===== config.mk =====
export PLATFORM = sky130hd
export DESIGN_NAME = gpio_ioc_core
export DESIGN_NICKNAME = d
export VERILOG_FILES = /design/src/rtl/gpio_ioc_pkg.sv /design/src/rtl/gpio_ioc_regs.sv /design/src/rtl/gpio_ioc_insync.sv /design/src/rtl/gpio_ioc_detect.sv /design/src/rtl/gpio_ioc_core.sv
export SDC_FILE = /design/constraint.sdc
export NUM_CORES = 1
export LEC_CHECK = 0
export BUFFER_PORTS_ARGS = -buffer_cell sky130_fd_sc_hd__buf_2
export CORE_UTILIZATION = 40
export CTS_CLUSTER_DIAMETER = 50
export CTS_CLUSTER_SIZE = 14
export DETAILED_ROUTE_END_ITERATION = 8
export HOLD_SLACK_MARGIN = 0.03
export SLEW_MARGIN = 20
export SYNTH_ARGS = -nofsm -noshare
export SYNTH_HDL_FRONTEND = slang
export SYNTH_HIERARCHICAL = 1
export SYNTH_SLANG_ARGS = --single-unit

===== constraint.sdc =====
create_clock -name clk -period 10.6 [get_ports clk]
set_clock_uncertainty 0.15 [all_clocks]
set_input_delay 0.53 -clock clk [delete_from_list [all_inputs] [get_ports clk]]
set_output_delay 0.53 -clock clk [all_outputs]
set_load 0.02 [all_outputs]

===== src/rtl/gpio_ioc_pkg.sv =====
package gpio_ioc_pkg;
  localparam int ADDR_W = 8;

  localparam logic [ADDR_W-1:0] ADR_DIR  = 8'h00;
  localparam logic [ADDR_W-1:0] ADR_INV  = 8'h01;
  localparam logic [ADDR_W-1:0] ADR_IEN  = 8'h02;
  localparam logic [ADDR_W-1:0] ADR_REF  = 8'h03;
  localparam logic [ADDR_W-1:0] ADR_MODE = 8'h04;
  localparam logic [ADDR_W-1:0] ADR_CFG  = 8'h05;
  localparam logic [ADDR_W-1:0] ADR_PU   = 8'h06;
  localparam logic [ADDR_W-1:0] ADR_FLAG = 8'h07;
  localparam logic [ADDR_W-1:0] ADR_CAP  = 8'h08;
  localparam logic [ADDR_W-1:0] ADR_PORT = 8'h09;
  localparam logic [ADDR_W-1:0] ADR_LAT  = 8'h0A;

  // configuration bit positions with behaviour attached
  localparam int CFG_CLR_SEL  = 0;
  localparam int CFG_ACT_HIGH = 1;
  localparam int CFG_OPEN_DRN = 2;
endpackage


===== src/rtl/gpio_ioc_regs.sv =====
module gpio_ioc_regs
  import gpio_ioc_pkg::*;
#(
  parameter int W = 8
) (
  input  logic              clk,
  input  logic              rst_n,
  input  logic              wr,
  input  logic [ADDR_W-1:0] addr,
  input  logic [W-1:0]      wdata,
  output logic [W-1:0]      dir_q,
  output logic [W-1:0]      inv_q,
  output logic [W-1:0]      ien_q,
  output logic [W-1:0]      ref_q,
  output logic [W-1:0]      mode_q,
  output logic [W-1:0]      cfg_q,
  output logic [W-1:0]      pu_q,
  output logic [W-1:0]      lat_q
);
  logic en_dir, en_inv, en_ien, en_ref, en_mode, en_cfg, en_pu, en_lat;

  always_comb begin
    en_dir  = wr && (addr == ADR_DIR);
    en_inv  = wr && (addr == ADR_INV);
    en_ien  = wr && (addr == ADR_IEN);
    en_ref  = wr && (addr == ADR_REF);
    en_mode = wr && (addr == ADR_MODE);
    en_cfg  = wr && (addr == ADR_CFG);
    en_pu   = wr && (addr == ADR_PU);
    en_lat  = wr && (addr == ADR_LAT);
  end

  always_ff @(posedge clk or negedge rst_n) begin
    if (!rst_n) begin
      dir_q  <= '1;
      inv_q  <= '0;
      ien_q  <= '0;
      ref_q  <= '0;
      mode_q <= '0;
      cfg_q  <= '0;
      pu_q   <= '0;
      lat_q  <= '0;
    end else begin
      if (en_dir)  dir_q  <= wdata;
      if (en_inv)  inv_q  <= wdata;
      if (en_ien)  ien_q  <= wdata;
      if (en_ref)  ref_q  <= wdata;
      if (en_mode) mode_q <= wdata;
      if (en_cfg)  cfg_q  <= wdata;
      if (en_pu)   pu_q   <= wdata;
      if (en_lat)  lat_q  <= wdata;
    end
  end


  dir_write_chk: assert property (@(posedge clk) disable iff (!rst_n)
    (wr && addr == ADR_DIR) |=> (dir_q == $past(wdata)));


  lat_write_chk: assert property (@(posedge clk) disable iff (!rst_n)
    (!wr) |=> $stable(lat_q) && $stable(dir_q) && $stable(ien_q));
endmodule


===== src/rtl/gpio_ioc_insync.sv =====
module gpio_ioc_insync #(
  parameter int W      = 8,
  parameter int STAGES = 2
) (
  input  logic         clk,
  input  logic         rst_n,
  input  logic [W-1:0] pad_in,
  input  logic [W-1:0] inv,
  output logic [W-1:0] port_val
);
  logic [W-1:0] stage_q [STAGES];

  for (genvar s = 0; s < STAGES; s++) begin : g_stage
    logic [W-1:0] stage_d;
    if (s == 0) begin : g_first
      always_comb stage_d = pad_in;
    end else begin : g_next
      always_comb stage_d = stage_q[s-1];
    end
    always_ff @(posedge clk or negedge rst_n) begin
      if (!rst_n) stage_q[s] <= '0;
      else        stage_q[s] <= stage_d;
    end
  end

  always_comb port_val = stage_q[STAGES-1] ^ inv;
endmodule


===== src/rtl/gpio_ioc_detect.sv =====
module gpio_ioc_detect
  import gpio_ioc_pkg::*;
#(
  parameter int W = 8
) (
  input  logic              clk,
  input  logic              rst_n,
  input  logic [W-1:0]      port_val,
  input  logic [W-1:0]      ien,
  input  logic [W-1:0]      ref_val,
  input  logic [W-1:0]      mode,
  input  logic              rd,
  input  logic [ADDR_W-1:0] addr,
  input  logic              clr_sel,
  output logic              pend_q,
  output logic [W-1:0]      flag_q,
  output logic [W-1:0]      cap_q
);
  logic [W-1:0] prev_q;
  logic [W-1:0] cand, first;
  logic [W-1:0] flag_d, cap_d;
  logic         pend_d, clr, fire;
  logic [ADDR_W-1:0] clr_addr;

  always_comb begin
    cand     = ien & ((mode & (port_val ^ ref_val)) | (~mode & (port_val ^ prev_q)));
    first    = cand & (~cand + {{(W-1){1'b0}}, 1'b1});
    clr_addr = clr_sel ? ADR_CAP : ADR_PORT;
    clr      = pend_q && rd && (addr == clr_addr);
    fire     = !pend_q && (|cand);
    pend_d   = pend_q;
    flag_d   = flag_q;
    cap_d    = cap_q;
    if (clr) begin
      pend_d = 1'b0;
      flag_d = '0;
    end else if (fire) begin
      pend_d = 1'b1;
      flag_d = first;
      cap_d  = port_val;
    end
  end

  always_ff @(posedge clk or negedge rst_n) begin
    if (!rst_n) begin
      prev_q <= '0;
      pend_q <= 1'b0;
      flag_q <= '0;
      cap_q  <= '0;
    end else begin
      prev_q <= port_val;
      pend_q <= pend_d;
      flag_q <= flag_d;
      cap_q  <= cap_d;
    end
  end


  flag_single_chk: assert property (@(posedge clk) disable iff (!rst_n)
    pend_q |-> ($countones(flag_q) == 1));


  hold_while_pending_chk: assert property (@(posedge clk) disable iff (!rst_n)
    (pend_q && !(rd && addr == clr_addr)) |=> ($stable(flag_q) && $stable(cap_q) && pend_q));


  enabled_only_chk: assert property (@(posedge clk) disable iff (!rst_n)
    $rose(pend_q) |-> ((flag_q & ~$past(ien)) == '0));


  clear_read_chk: assert property (@(posedge clk) disable iff (!rst_n)
    (pend_q && rd && addr == (clr_sel ? ADR_CAP : ADR_PORT)) |=> (flag_q == '0));
endmodule


===== src/rtl/gpio_ioc_core.sv =====
module gpio_ioc_core
  import gpio_ioc_pkg::*;
#(
  parameter int W = 8
) (
  input  logic              clk,
  input  logic              rst_n,
  input  logic              reg_wr,
  input  logic              reg_rd,
  input  logic [ADDR_W-1:0] reg_addr,
  input  logic [W-1:0]      reg_wdata,
  output logic [W-1:0]      reg_rdata,
  input  logic [W-1:0]      pad_in,
  output logic [W-1:0]      pad_oe,
  output logic [W-1:0]      pad_out,
  output logic [W-1:0]      pad_pu,
  output logic              irq_out,
  output logic              irq_oe
);
  logic [1:0]   rs_q;
  logic         rst_ns;
  logic [W-1:0] dir_q, inv_q, ien_q, ref_q, mode_q, cfg_q, pu_q, lat_q;
  logic [W-1:0] port_val, flag_q, cap_q;
  logic         pend_q;

  // reset: asserted asynchronously, released on the clock
  always_ff @(posedge clk or negedge rst_n) begin
    if (!rst_n) rs_q <= '0;
    else        rs_q <= {rs_q[0], 1'b1};
  end
  always_comb rst_ns = rs_q[1];

  gpio_ioc_regs #(.W(W)) u_regs (
    .clk(clk), .rst_n(rst_ns), .wr(reg_wr), .addr(reg_addr), .wdata(reg_wdata),
    .dir_q(dir_q), .inv_q(inv_q), .ien_q(ien_q), .ref_q(ref_q),
    .mode_q(mode_q), .cfg_q(cfg_q), .pu_q(pu_q), .lat_q(lat_q)
  );

  gpio_ioc_insync #(.W(W), .STAGES(2)) u_sync (
    .clk(clk), .rst_n(rst_ns), .pad_in(pad_in), .inv(inv_q), .port_val(port_val)
  );

  gpio_ioc_detect #(.W(W)) u_det (
    .clk(clk), .rst_n(rst_ns), .port_val(port_val), .ien(ien_q), .ref_val(ref_q),
    .mode(mode_q), .rd(reg_rd), .addr(reg_addr), .clr_sel(cfg_q[CFG_CLR_SEL]),
    .pend_q(pend_q), .flag_q(flag_q), .cap_q(cap_q)
  );

  always_comb begin
    case (reg_addr)
      ADR_DIR:  reg_rdata = dir_q;
      ADR_INV:  reg_rdata = inv_q;
      ADR_IEN:  reg_rdata = ien_q;
      ADR_REF:  reg_rdata = ref_q;
      ADR_MODE: reg_rdata = mode_q;
      ADR_CFG:  reg_rdata = cfg_q;
      ADR_PU:   reg_rdata = pu_q;
      ADR_FLAG: reg_rdata = flag_q;
      ADR_CAP:  reg_rdata = cap_q;
      ADR_PORT: reg_rdata = port_val;
      ADR_LAT:  reg_rdata = lat_q;
      default:  reg_rdata = '0;
    endcase
  end

  always_comb begin
    pad_oe  = ~dir_q;
    pad_out = lat_q & ~dir_q;
    pad_pu  = pu_q;
    if (cfg_q[CFG_OPEN_DRN]) begin
      irq_out = 1'b0;
      irq_oe  = pend_q;
    end else begin
      irq_out = pend_q ? cfg_q[CFG_ACT_HIGH] : ~cfg_q[CFG_ACT_HIGH];
      irq_oe  = 1'b1;
    end
  end


  open_drain_release_chk: assert property (@(posedge clk) disable iff (!rst_ns)
    (cfg_q[CFG_OPEN_DRN] && !pend_q) |-> (!irq_oe && !irq_out));


  push_pull_level_chk: assert property (@(posedge clk) disable iff (!rst_ns)
    (!cfg_q[CFG_OPEN_DRN] && u_det.pend_q) |-> (irq_oe && irq_out == cfg_q[CFG_ACT_HIGH]));


  input_pins_quiet_chk: assert property (@(posedge clk) disable iff (!rst_ns)
    ((pad_out & ~pad_oe) == '0));
endmodule


==> reports/qor.yml <==
detailed_routing:
  met2_length_mm: 6.422
  drtIter0Drc: 230
  drcViolationCount: 0
  drt-pass1-iter-count: 4
  num_vias: 3724
  wl_met3_um: 805
  ant_nets: 0
  drt_wl_total_mm: 13.50
  avgRoutedWirePerCell_um: 20.27
  maxUsedRoutingLayer: "met4"
  vias_per_cell: 5.592
  wl_met1_mm: 6.090
floorplan:
  core.rowCount: 41
  fp.dieH_um: 117.6
  coreArea_um2: 12820
  io_pins: 62
  start_util: 0.4171
  dieArea_um2: 13840
  die_w_um: 117.6
worst_setup_path:
  critical_path_class: "in2out"
  crit_chain: "buf_2 -> nor2b_1 -> a22o_1 -> a22oi_1 -> o21ai_1 -> a2111o_1 -> buf_2"
  cp_slowest_cell: "nor2b_1"
  worst_path_most_repeated_cell: "buf_2"
  crit_family: "buffers and inverters"
  startpoint_type: "primary input"
  worst-path-max-fanout: 40
  crit_path_end_kind: "output pin"
  path_buf_inv: 2
  critPathArrivalTime_ns: 2.66
  critPathMaxStageDelay_ns: 0.63
  crit_required_ns: 9.92
layout:
  area_delta_synth_final_pct: 14.01
  ff_latch_area_um2: 2691
  insertedDiodeCount: 0
  multi_input_area_um2: 2529
  final_cells: 666
  fill_cells: 1194
  drive_above_1_share: 0.3866
  finalInstanceArea_um2: 6098
  nets: 517
grt:
  overflow: 0
  grt_pass1_vias: 3680
  grt_max_degree: 61
  antenna_found_initial: 0
  grt_pass1_wl_mm: 21.54
  grt.total_usage: 0.2057
clock_network:
  tritoncts: "yes"
  cts_max_level: 3
  cts.clk_slew.worst_paths_ns: 0.07
  clockBufferDepth: 2
  numCtsBuffers: 9
  cts-resized-gates: 0
  cts.sinks: 107
  cts_setup_buffers: 0
  clk_latency_ns: 0.35
  cts-root-buf: "clkbuf_16"
min_path:
  hold_class: "in2reg"
placement:
  portBuffers: 61
  dpl_cell_area_um2: 5797
  dp.cells: 649
  finalWeightedCongestion: 0.8491
  dpl.hpwl_mm: 9.151
sta:
  tns_ns: 0
  period_minus_slack_ns: 3.336
  final.period_utilization: 0.3148
  hold_viol_final: 0
  worst_slew_pin_slew_ns: 0.8383
  fmax_mhz: 299.7
  hold-worst-slack_ns: 0.1294
  setup_violations: 0
  slew_violations: 0
  max_slew_margin: 0.4411
  rsz0062_at_grt: "no"
yosys:
  ys_seq_area_frac: 0.5025
  synth_ff_type: "dfrtp_1"
  syn_area_per_cell_um2: 12.44
  ys_ff_latch: 107
  synth_edf_count: 0
  syn_area_um2: 5349
  synth_nets: 458
  synth-async-reset-ratio: 1.000
  synth_cell_types: 66
  ys_warn_count: 6
  synth_cells: 430
power:
  leakage_nw: 2.838
  power_density_nw_per_um2: 154.9
  vdd_drop_max_v: 0.00008139
run:
  drv_cap: 0
status:
  status: "completed"
## cell families after synthesis
group / after synthesis / synth area share
mux: 110 / 0.2278
compound gates: 56 / 0.08351
other cells: 1 / 0.0007011
simple gates: 116 / 0.1394
buf+inv: 27 / 0.02479
xor+xnor: 13 / 0.02129
flops: 107 / 0.5025
## synthesized netlist by cell type, types with 3 or more instances
| cell type | count | area [um^2] |
|---|---|---|
| dfrtp_1 | 99 | 2477 |
| xor2_1 | 9 | 78.83 |
| a31oi_1 | 4 | 25.02 |
| mux2_4 | 4 | 60.06 |
| nor2_1 | 17 | 63.81 |
| a22o_1 | 7 | 61.31 |
| nor3_1 | 9 | 45.04 |
| clkbuf_1 | 5 | 18.77 |
| a32oi_1 | 4 | 35.03 |
| a221o_1 | 3 | 30.03 |
| a211oi_1 | 3 | 22.52 |
| nand2_1 | 22 | 82.58 |
| o21ai_0 | 6 | 30.03 |
| buf_2 | 7 | 35.03 |
| inv_1 | 11 | 41.29 |
| nand3_2 | 7 | 70.07 |
| nand4_1 | 5 | 31.28 |
| a21oi_1 | 8 | 40.04 |
| nand3b_1 | 6 | 45.04 |
| dfstp_2 | 8 | 210.2 |
| mux2_2 | 77 | 867.1 |
| nand3_1 | 6 | 30.03 |
| nand2b_1 | 4 | 25.02 |
| xnor2_1 | 4 | 35.03 |
| mux2i_1 | 28 | 280.3 |
| a22oi_1 | 4 | 30.03 |
| nor4bb_1 | 3 | 30.03 |
| nor2b_1 | 14 | 87.58 |
## where the power goes
part | leakage, nW | switching (W) | internal [W]
registers | 1.37 | 0.0000323 | 0.000453
clock network | 0.147 | 0.000149 | 0.000184
logic | 1.32 | 0.0000660 | 0.0000605
## layout by cell type (no fill, tap or decap), drive strengths merged, types with 10 or more instances in the layout
master	count
nor2	19
inv	13
clkbuf	10
nand3	13
dfrtp	99
nor2b	14
mux2	82
nand2	22
buf	63
mux2i	28
nor3	10
## through the flow
step	utilization	power, W	worst slack [ns]
6_report	0.4755	0.0009449	7.264
5_1_grt	0.4755	0.0009925	7.099
4_1_cts	0.4755	0.0009551	7.301
3_5_place_dp	0.4520	0.0006183	7.301
3_3_place_gp	0.4520	0.0006143	7.404
2_1_floorplan	-	0.0005766	7.263
## path summary, 6_finish.rpt
path / start / to / slack, ns / depth (start not counted)
hold reg to reg: rs_q[1]$_DFF_PN0_ / u_sync/stage_q[4]$_DFF_PN0_ / 0.18 / 0
hold / removal: pad_in[7] / u_sync/g_stage[1].stage_d[7]$_DFF_PN0_ / 0.13 / 1
setup / recovery: reg_addr[0] / reg_rdata[2] / 7.26 / 7
min in group asynchronous: rs_q[1]$_DFF_PN0_ / u_sync/stage_q[4]$_DFF_PN0_ / 0.18 / 0
max in group asynchronous: rs_q[1]$_DFF_PN0_ / u_det/prev_q[1]$_DFF_PN0_ / 8.92 / 1
setup reg to reg: u_regs/inv_q[0]$_DFFE_PN0P_ / u_det/cap_q[5]$_DFFE_PN0P_ / 7.81 / 6
## per-layer routing
| metal | vias to the layer above | track usage |
|---|---|---|
| li1 | 1696 | - |
| met1 | 1907 | 0.2808 |
| met4 | 0 | 0.05529 |
| met2 | 105 | 0.3210 |
| met3 | 16 | 0.05572 |
| met5 | - | 0 |
## worst register-to-register path: stages (launching register included)
cell	delay (ns)
dfrtp_1	0.43
xor2_1	0.37
and2b_2	0.28
mux2_2	0.31
a2111oi_4	0.38
a31oi_4	0.36
mux2_4	0.39
## timing repair
item                                   4_1_cts  5_1_grt
setup endpoints to repair                    0        0
hold buffers                                 1        0
endpoints found under the hold margin        2        0
## layout make-up
type | instances | share of cell area
sequential | 107 | 0.4413
tap | 172 | 0.03529
multi-input combinational | 296 | 0.4146
inverter | 11 | 0.006771
clock inverter | 6 | 0.01026
timing repair buffer | 64 | 0.05416
clock buffer | 10 | 0.03755
No activity file was read; power rests on OpenSTA's default activity.
